$ cat src/rtl/arith_pkg.sv
package arith_pkg;
    localparam int XLEN  = 32;
    localparam int ILEN  = 16;
    localparam int RIDX  = 4;
    localparam int IMMW  = 8;
    localparam int LANES = XLEN / 8;

    typedef enum logic [4:0] {
        OP_ADD, OP_ADDI, OP_ADDC, OP_ADDV,
        OP_CMPEQ, OP_CMPHS, OP_CMPGE, OP_CMPHI, OP_CMPGT,
        OP_CMPIM, OP_CMPPL, OP_CMPPZ, OP_CMPSTR,
        OP_DSETS, OP_DSETU, OP_MULS, OP_MULU, OP_BAD
    } op_e;

    typedef struct packed {
        op_e              op;
        logic [RIDX-1:0]  rd;
        logic [XLEN-1:0]  imm;
    } dec_t;

    typedef struct packed {
        logic [XLEN-1:0] value;
        logic            we;
        logic            t;
        logic            m;
        logic            q;
    } exe_t;

    function automatic logic [XLEN-1:0] sext_imm(input logic [IMMW-1:0] v);
        return {{(XLEN-IMMW){v[IMMW-1]}}, v};
    endfunction

    function automatic logic is_compare(input op_e op);
        return op inside {OP_CMPEQ, OP_CMPHS, OP_CMPGE, OP_CMPHI, OP_CMPGT,
                          OP_CMPIM, OP_CMPPL, OP_CMPPZ, OP_CMPSTR};
    endfunction
endpackage

$ cat src/rtl/arith_decode.sv
module arith_decode
    import arith_pkg::*;
(
    input  logic [ILEN-1:0] insn,
    output dec_t            dec
);
    always_comb begin
        dec.rd  = insn[11:8];
        dec.imm = sext_imm(insn[IMMW-1:0]);
        casez (insn)
            16'b0011_????_????_1100: dec.op = OP_ADD;
            16'b0111_????_????_????: dec.op = OP_ADDI;
            16'b0011_????_????_1110: dec.op = OP_ADDC;
            16'b0011_????_????_1111: dec.op = OP_ADDV;
            16'b0011_????_????_0000: dec.op = OP_CMPEQ;
            16'b0011_????_????_0010: dec.op = OP_CMPHS;
            16'b0011_????_????_0011: dec.op = OP_CMPGE;
            16'b0011_????_????_0110: dec.op = OP_CMPHI;
            16'b0011_????_????_0111: dec.op = OP_CMPGT;
            16'b1000_1000_????_????: dec.op = OP_CMPIM;
            16'b0100_????_0001_0101: dec.op = OP_CMPPL;
            16'b0100_????_0001_0001: dec.op = OP_CMPPZ;
            16'b0010_????_????_1100: dec.op = OP_CMPSTR;
            16'b0010_????_????_0111: dec.op = OP_DSETS;
            16'b0000_0000_0001_1001: dec.op = OP_DSETU;
            16'b0011_????_????_1101: dec.op = OP_MULS;
            16'b0011_????_????_0101: dec.op = OP_MULU;
            default:                 dec.op = OP_BAD;
        endcase
    end
endmodule

$ cat src/rtl/arith_exec.sv
module arith_exec
    import arith_pkg::*;
(
    input  op_e             op,
    input  logic [XLEN-1:0] imm,
    input  logic [XLEN-1:0] opa,
    input  logic [XLEN-1:0] opb,
    input  logic            t_in,
    input  logic            m_in,
    input  logic            q_in,
    output exe_t            out
);
    logic [LANES-1:0] lane_eq;
    logic [XLEN:0]    sum;
    logic [XLEN:0]    sum_c;

    for (genvar g = 0; g < LANES; g++) begin : g_lane
        assign lane_eq[g] = (opa[8*g +: 8] == opb[8*g +: 8]);
    end

    always_comb begin
        sum   = {1'b0, opa} + {1'b0, opb};
        sum_c = sum + {{XLEN{1'b0}}, t_in};
        out.value = sum[XLEN-1:0];
        out.we    = 1'b0;
        out.t     = t_in;
        out.m     = m_in;
        out.q     = q_in;
        case (op)
            OP_ADD:  out.we = 1'b1;
            OP_ADDI: begin
                out.value = opa + imm;
                out.we    = 1'b1;
            end
            OP_ADDC: begin
                out.value = sum_c[XLEN-1:0];
                out.t     = sum_c[XLEN];
                out.we    = 1'b1;
            end
            OP_ADDV: begin
                out.we = 1'b1;
                out.t  = (opa[XLEN-1] == opb[XLEN-1]) && (sum[XLEN-1] != opa[XLEN-1]);
            end
            OP_CMPEQ:  out.t = (opa == opb);
            OP_CMPHS:  out.t = (opa >= opb);
            OP_CMPGE:  out.t = ($signed(opa) >= $signed(opb));
            OP_CMPHI:  out.t = (opa > opb);
            OP_CMPGT:  out.t = ($signed(opa) > $signed(opb));
            OP_CMPIM:  out.t = (opa == imm);
            OP_CMPPL:  out.t = !opa[XLEN-1] && (|opa);
            OP_CMPPZ:  out.t = !opa[XLEN-1];
            OP_CMPSTR: out.t = |lane_eq;
            OP_DSETS: begin
                out.q = opa[XLEN-1];
                out.m = opb[XLEN-1];
                out.t = opa[XLEN-1] ^ opb[XLEN-1];
            end
            OP_DSETU: begin
                out.q = 1'b0;
                out.m = 1'b0;
                out.t = 1'b0;
            end
            default: ;
        endcase
    end
endmodule

$ cat src/rtl/arith_mul.sv
module arith_mul
    import arith_pkg::*;
#(
    parameter int MUL_LAT = 3
) (
    input  logic            clk,
    input  logic            rst,
    input  logic            start,
    input  logic            signed_op,
    input  logic [XLEN-1:0] a,
    input  logic [XLEN-1:0] b,
    output logic            busy,
    output logic [XLEN-1:0] acc_hi,
    output logic [XLEN-1:0] acc_lo
);
    localparam int CNT_W = (MUL_LAT > 2) ? $clog2(MUL_LAT) : 1;

    logic [XLEN-1:0]   a_q, b_q;
    logic              sgn_q;
    logic [CNT_W-1:0]  cnt;
    logic signed [XLEN:0] xa, xb;
    logic [2*XLEN-1:0] prod;

    assign xa   = $signed({sgn_q & a_q[XLEN-1], a_q});
    assign xb   = $signed({sgn_q & b_q[XLEN-1], b_q});
    assign prod = (2*XLEN)'(xa) * (2*XLEN)'(xb);

    always_ff @(posedge clk) begin
        if (rst) begin
            busy   <= 1'b0;
            cnt    <= '0;
            a_q    <= '0;
            b_q    <= '0;
            sgn_q  <= 1'b0;
            acc_hi <= '0;
            acc_lo <= '0;
        end else if (busy) begin
            if (cnt == '0) begin
                busy             <= 1'b0;
                {acc_hi, acc_lo} <= prod;
            end else begin
                cnt <= cnt - 1'b1;
            end
        end else if (start) begin
            busy  <= 1'b1;
            cnt   <= CNT_W'(MUL_LAT - 2);
            a_q   <= a;
            b_q   <= b;
            sgn_q <= signed_op;
        end
    end

    logic [CNT_W:0] run;
    always_ff @(posedge clk) begin
        if (rst)       run <= '0;
        else if (busy) run <= run + 1'b1;
        else           run <= '0;
    end


    mul_busy_rise_chk: assert property (@(posedge clk) disable iff (rst)
        (start && !busy) |=> busy);

    mul_busy_len_chk: assert property (@(posedge clk) disable iff (rst)
        busy |-> (run <= (CNT_W+1)'(MUL_LAT - 2)));

    mul_busy_end_chk: assert property (@(posedge clk) disable iff (rst)
        (busy && run == (CNT_W+1)'(MUL_LAT - 2)) |=> !busy);

    initial begin
        assert (MUL_LAT >= 2 && MUL_LAT <= 4);
    end
endmodule

$ cat src/rtl/arith_tunit.sv
module arith_tunit
    import arith_pkg::*;
#(
    parameter int MUL_LAT = 3
) (
    input  logic            clk,
    input  logic            rst,
    input  logic            insn_valid,
    input  logic [15:0]     insn,
    input  logic [31:0]     opa,
    input  logic [31:0]     opb,
    output logic [31:0]     res,
    output logic            res_we,
    output logic [3:0]      dst_idx,
    output logic            illegal,
    output logic            t_flag,
    output logic            m_bit,
    output logic            q_bit,
    output logic            busy,
    output logic [31:0]     acc_hi,
    output logic [31:0]     acc_lo
);
    dec_t dec;
    exe_t exe;
    logic go;
    logic mul_go;

    arith_decode u_dec (
        .insn (insn),
        .dec  (dec)
    );

    arith_exec u_exe (
        .op   (dec.op),
        .imm  (dec.imm),
        .opa  (opa),
        .opb  (opb),
        .t_in (t_flag),
        .m_in (m_bit),
        .q_in (q_bit),
        .out  (exe)
    );

    assign go      = insn_valid && !busy;
    assign mul_go  = go && (dec.op == OP_MULS || dec.op == OP_MULU);
    assign res     = exe.value;
    assign res_we  = go && exe.we;
    assign dst_idx = dec.rd;
    assign illegal = go && (dec.op == OP_BAD);

    arith_mul #(.MUL_LAT(MUL_LAT)) u_mul (
        .clk       (clk),
        .rst       (rst),
        .start     (mul_go),
        .signed_op (dec.op == OP_MULS),
        .a         (opa),
        .b         (opb),
        .busy      (busy),
        .acc_hi    (acc_hi),
        .acc_lo    (acc_lo)
    );

    always_ff @(posedge clk) begin
        if (rst) begin
            t_flag <= 1'b0;
            m_bit  <= 1'b0;
            q_bit  <= 1'b0;
        end else if (go && dec.op != OP_BAD) begin
            t_flag <= exe.t;
            m_bit  <= exe.m;
            q_bit  <= exe.q;
        end
    end


    busy_quiet_chk: assert property (@(posedge clk) disable iff (rst)
        busy |-> (!res_we && !illegal));

    busy_hold_chk: assert property (@(posedge clk) disable iff (rst)
        busy |=> (t_flag == $past(t_flag) && m_bit == $past(m_bit) && q_bit == $past(q_bit)));

    cmp_nowrite_chk: assert property (@(posedge clk) disable iff (rst)
        (go && is_compare(dec.op)) |-> !res_we);

    add_keeps_t_chk: assert property (@(posedge clk) disable iff (rst)
        (go && (dec.op == OP_ADD || dec.op == OP_ADDI)) |=> (t_flag == $past(t_flag)));

    dsetu_clear_chk: assert property (@(posedge clk) disable iff (rst)
        (go && dec.op == OP_DSETU) |=> (!t_flag && !m_bit && !q_bit));

    illegal_hold_chk: assert property (@(posedge clk) disable iff (rst)
        illegal |=> (t_flag == $past(t_flag) && m_bit == $past(m_bit) && q_bit == $past(q_bit)));

    illegal_nowrite_chk: assert property (@(posedge clk) disable iff (rst)
        illegal |-> !res_we);

    single_no_busy_chk: assert property (@(posedge clk) disable iff (rst)
        (go && !mul_go) |=> !busy);
endmodule

$ cat config.mk
export PLATFORM = sky130hd
export DESIGN_NAME = arith_tunit
export DESIGN_NICKNAME = d
export VERILOG_FILES = /design/src/rtl/arith_pkg.sv /design/src/rtl/arith_decode.sv /design/src/rtl/arith_exec.sv /design/src/rtl/arith_mul.sv /design/src/rtl/arith_tunit.sv
export SDC_FILE = /design/constraint.sdc
export NUM_CORES = 2
export LEC_CHECK = 0
export BUFFER_PORTS_ARGS = -buffer_cell sky130_fd_sc_hd__buf_4
export CORE_ASPECT_RATIO = 0.5
export CORE_MARGIN = 2
export CORE_UTILIZATION = 45
export DETAILED_ROUTE_END_ITERATION = 7
export PLACE_DENSITY_LB_ADDON = 0.3
export SLEW_MARGIN = 20
export SYNTH_ARGS = -nofsm -noshare
export SYNTH_HDL_FRONTEND = slang
export SYNTH_SLANG_ARGS = --single-unit
$ cat constraint.sdc
create_clock -name clk -period 22.4 [get_ports clk]
set_input_delay 1.12 -clock clk [delete_from_list [all_inputs] [get_ports clk]]
set_output_delay 1.12 -clock clk [all_outputs]
set_load 0.01 [all_outputs]
==> flow_summary.toml <==
[status]
status = "finished clean"

[placed_design]
numPortBuffers = 188
gp_congestion = 0.944
dp_hpwl_um = 124000
dpl_cell_area_um2 = 51900

[timing]
worstMarginPinSlew_ns = 1.11
rsz0062_at_grt = "false"
finalCriticalPeriod_ns = 9.89
setup_viol = 0
final.setup_skew_ns = 0.0120
hold_viol = 0
final.setup.tns_ns = 0
slew_viol_final = 0
clock.fmax_ghz = 0.101
post-route-period-util_pct = 44.2
slew_headroom_pct = 24.0
whs_ns = 0.455

[pwr]
ir_drop_v = 0.0000334
power_leakage_nw = 24.8
total_power_mw = 0.792
power_per_cell_area_nw_per_um2 = 15.1

[detailed_routing]
via_per_inst = 5.60
dr_total_vias = 40200
wl_um = 156000
wl_met3_um = 13200
met2_length_um = 70600
drcViolationCount = 0
drt_pre_antenna_iters = 6
wl_per_cell_um = 21.8
antenna_left = 0
wl_met1_um = 66700
dr.first_iter.drc_count = 3182
top_layer_used = "met5"

[cts]
clock-root-buffer = "clkbuf_16"
clkSlewWorstSetupHoldPaths_ns = 0.07
post_cts_buffers = 0
clk_latency_ns = 0.47
cts_sinks = 135
clockBufferDepth = 2
holdBufCountCts = 0
numCtsBuffers = 17
htreeDepth = 4
cts-resized-gates = 0
cts_tree = "built"

[critical_path]
worstPathArrival_ns = 10.21
r2r-start = "u_mul.a_q[31]"
crit_path_start = "u_mul.a_q[31]"
crit_type = "flip-flop to flip-flop"
setup.worst_path.start_class = "flip-flop"
worstPathRequired_ns = 22.72
cp_slowest_cell = "fa_1"
crit_top_cell = "fa_1"
end_kind = "flip-flop"
max_stage_delay_ns = 1.14
crit_fanout = 52

[global_route]
overflow = 0
grt_pass1_wl_um = 252000
grt_max_degree = 81
grt_antenna_before_repair = 4
first_global_vias = 43500
grt_use_total_pct = 28.9

[hold_path]
hold_path.startpoint = "u_mul.b_q[7]"
min-delay-path-class = "flip-flop to flip-flop"

[synthesis]
synth_flop_cell = "dfxtp_1"
syn_inst = 5778
ys_async_sr_fraction_pct = 0
syn_area_um2 = 49600
synth_edf_count = 0
synth_seq_cells = 135
avgSynthCellArea_um2 = 8.58
yosys_warnings = 0
ys_types = 107
ys_seq_area_share_pct = 5.45
syn_nets = 7298

[floorplanning]
design.portCount = 189
rows = 86
initial_core_util_pct = 45.2
die_w_um = 474
die_y_um = 239
core_area_um2 = 110000
dieArea_um2 = 113000

[finish]
syn_to_final_growth_pct = 5.80
filler_cell_count = 10600
final_cell_area_um2 = 52500
drive_gt1_share_pct = 6.33
nNetsFinal = 7229

[run]
drv_cap = 0
## power by group
group / switching [mW] / leakage, nW / internal [mW]
Clock: 0.131 / 0.284 / 0.159
Combinational: 0.163 / 23.4 / 0.0987
Sequential: 0.000625 / 1.09 / 0.240
## cell families (layout without fill, tap and decap cells)
| family | after synthesis | count (layout) | synth area share [%] |
|---|---|---|---|
| compound gates | 662 | 662 | 8.70 |
| xor+xnor | 121 | 121 | 2.14 |
| fa+ha+maj | 1437 | 1437 | 53.3 |
| buf+inv | 1538 | 1482 | 12.1 |
| flops | 135 | 135 | 5.45 |
| mux | 5 | 5 | 0.106 |
| other cells | 0 | 2 | 0 |
| simple gates | 1880 | 1880 | 18.2 |
## Yosys cell counts (56+ instances only)
master / count / share of area [%]
clkbuf_1: 292 / 2.2
nor2_1: 147 / 1.1
xnor2_1: 90 / 1.6
and2_1: 377 / 4.8
o21ai_0: 100 / 1.0
inv_1: 1178 / 8.9
nand2_1: 985 / 7.5
ha_1: 310 / 7.8
nor3_1: 56 / 0.57
a21oi_1: 254 / 2.6
dfxtp_1: 135 / 5.4
fa_1: 1127 / 45
## through the flow
step                instances  setup slack, ns  utilization, %
floorplan                5778            14.57               -
global placement         7142            12.83            47.3
detailed placement       7142            12.59            47.3
CTS                      7174            12.56            47.8
global route             7175            12.03            47.8
finish                   7176            12.51            47.8
## cells in the final DEF, fill, tap and decap left out, types with 12 or more instances in the layout
cell | netlist | final
a31oi_1 | 24 | 24
o211ai_1 | 20 | 20
and2_1 | 377 | 376
nand2_1 | 985 | 984
a21oi_1 | 254 | 254
and3_1 | 34 | 34
dfxtp_1 | 135 | 135
xor2_1 | 31 | 31
nor2b_1 | 23 | 23
inv_1 | 1178 | 1178
or2_2 | 14 | 14
xnor2_1 | 90 | 90
nor2_1 | 147 | 145
a211oi_1 | 27 | 27
clkbuf_16 | 0 | 17
nand3_1 | 48 | 48
a21o_1 | 35 | 35
o31ai_1 | 16 | 16
o21ai_0 | 100 | 100
nor3_1 | 56 | 56
buf_4 | 39 | 268
a211o_1 | 12 | 12
ha_1 | 310 | 310
o21bai_1 | 21 | 21
fa_1 | 1127 | 1127
or3_1 | 21 | 21
nand4_1 | 31 | 31
nand2b_1 | 24 | 24
o21a_1 | 19 | 19
nor4_1 | 44 | 44
## layout make-up
type / count / area, um^2 / area share [%]
antenna: 2 / 5.00 / 0.00954
clock buffer: 19 / 443 / 0.844
clock inverter: 13 / 135 / 0.257
inverter: 1182 / 4440 / 8.45
multi-input combinational: 4105 / 40900 / 78.0
sequential: 135 / 2700 / 5.15
tap: 1452 / 1820 / 3.46
timing repair buffer: 268 / 2010 / 3.83
## sequential cells by signal, summed over array words and instances, names as in the netlist
name	count
t_flag	1
q_bit	1
u_mul.b_q	32
u_mul.acc_hi	32
u_mul.sgn_q	1
u_mul.cnt	2
u_mul.busy	1
m_bit	1
u_mul.a_q	32
u_mul.acc_lo	32
## worst max-delay path, delay by kind of cell (launching register included)
kind            cells  cell delay [ns]
simple gates        5             1.11
compound gates      5             1.47
flops               1             0.31
buf+inv             6             1.40
xor+xnor            1             0.17
fa+ha+maj           9             5.26
## final timing paths
| check | to | slack [ns] | cells after the start |
|---|---|---|---|
| setup reg to reg | u_mul.acc_hi[29] | 12.51 | 26 |
| setup / recovery | u_mul.acc_hi[29] | 12.51 | 26 |
| hold reg to reg | u_mul.b_q[7] | 0.46 | 2 |
| hold / removal | u_mul.b_q[7] | 0.46 | 2 |
## per-layer routing
metal | up-vias | GRT usage [%]
met5 | - | 0
met4 | 2 | 10.2
met3 | 320 | 4.10
met2 | 1822 | 45.9
met1 | 20600 | 40.5
li1 | 17400 | -
(Power assumes the default switching activity.)
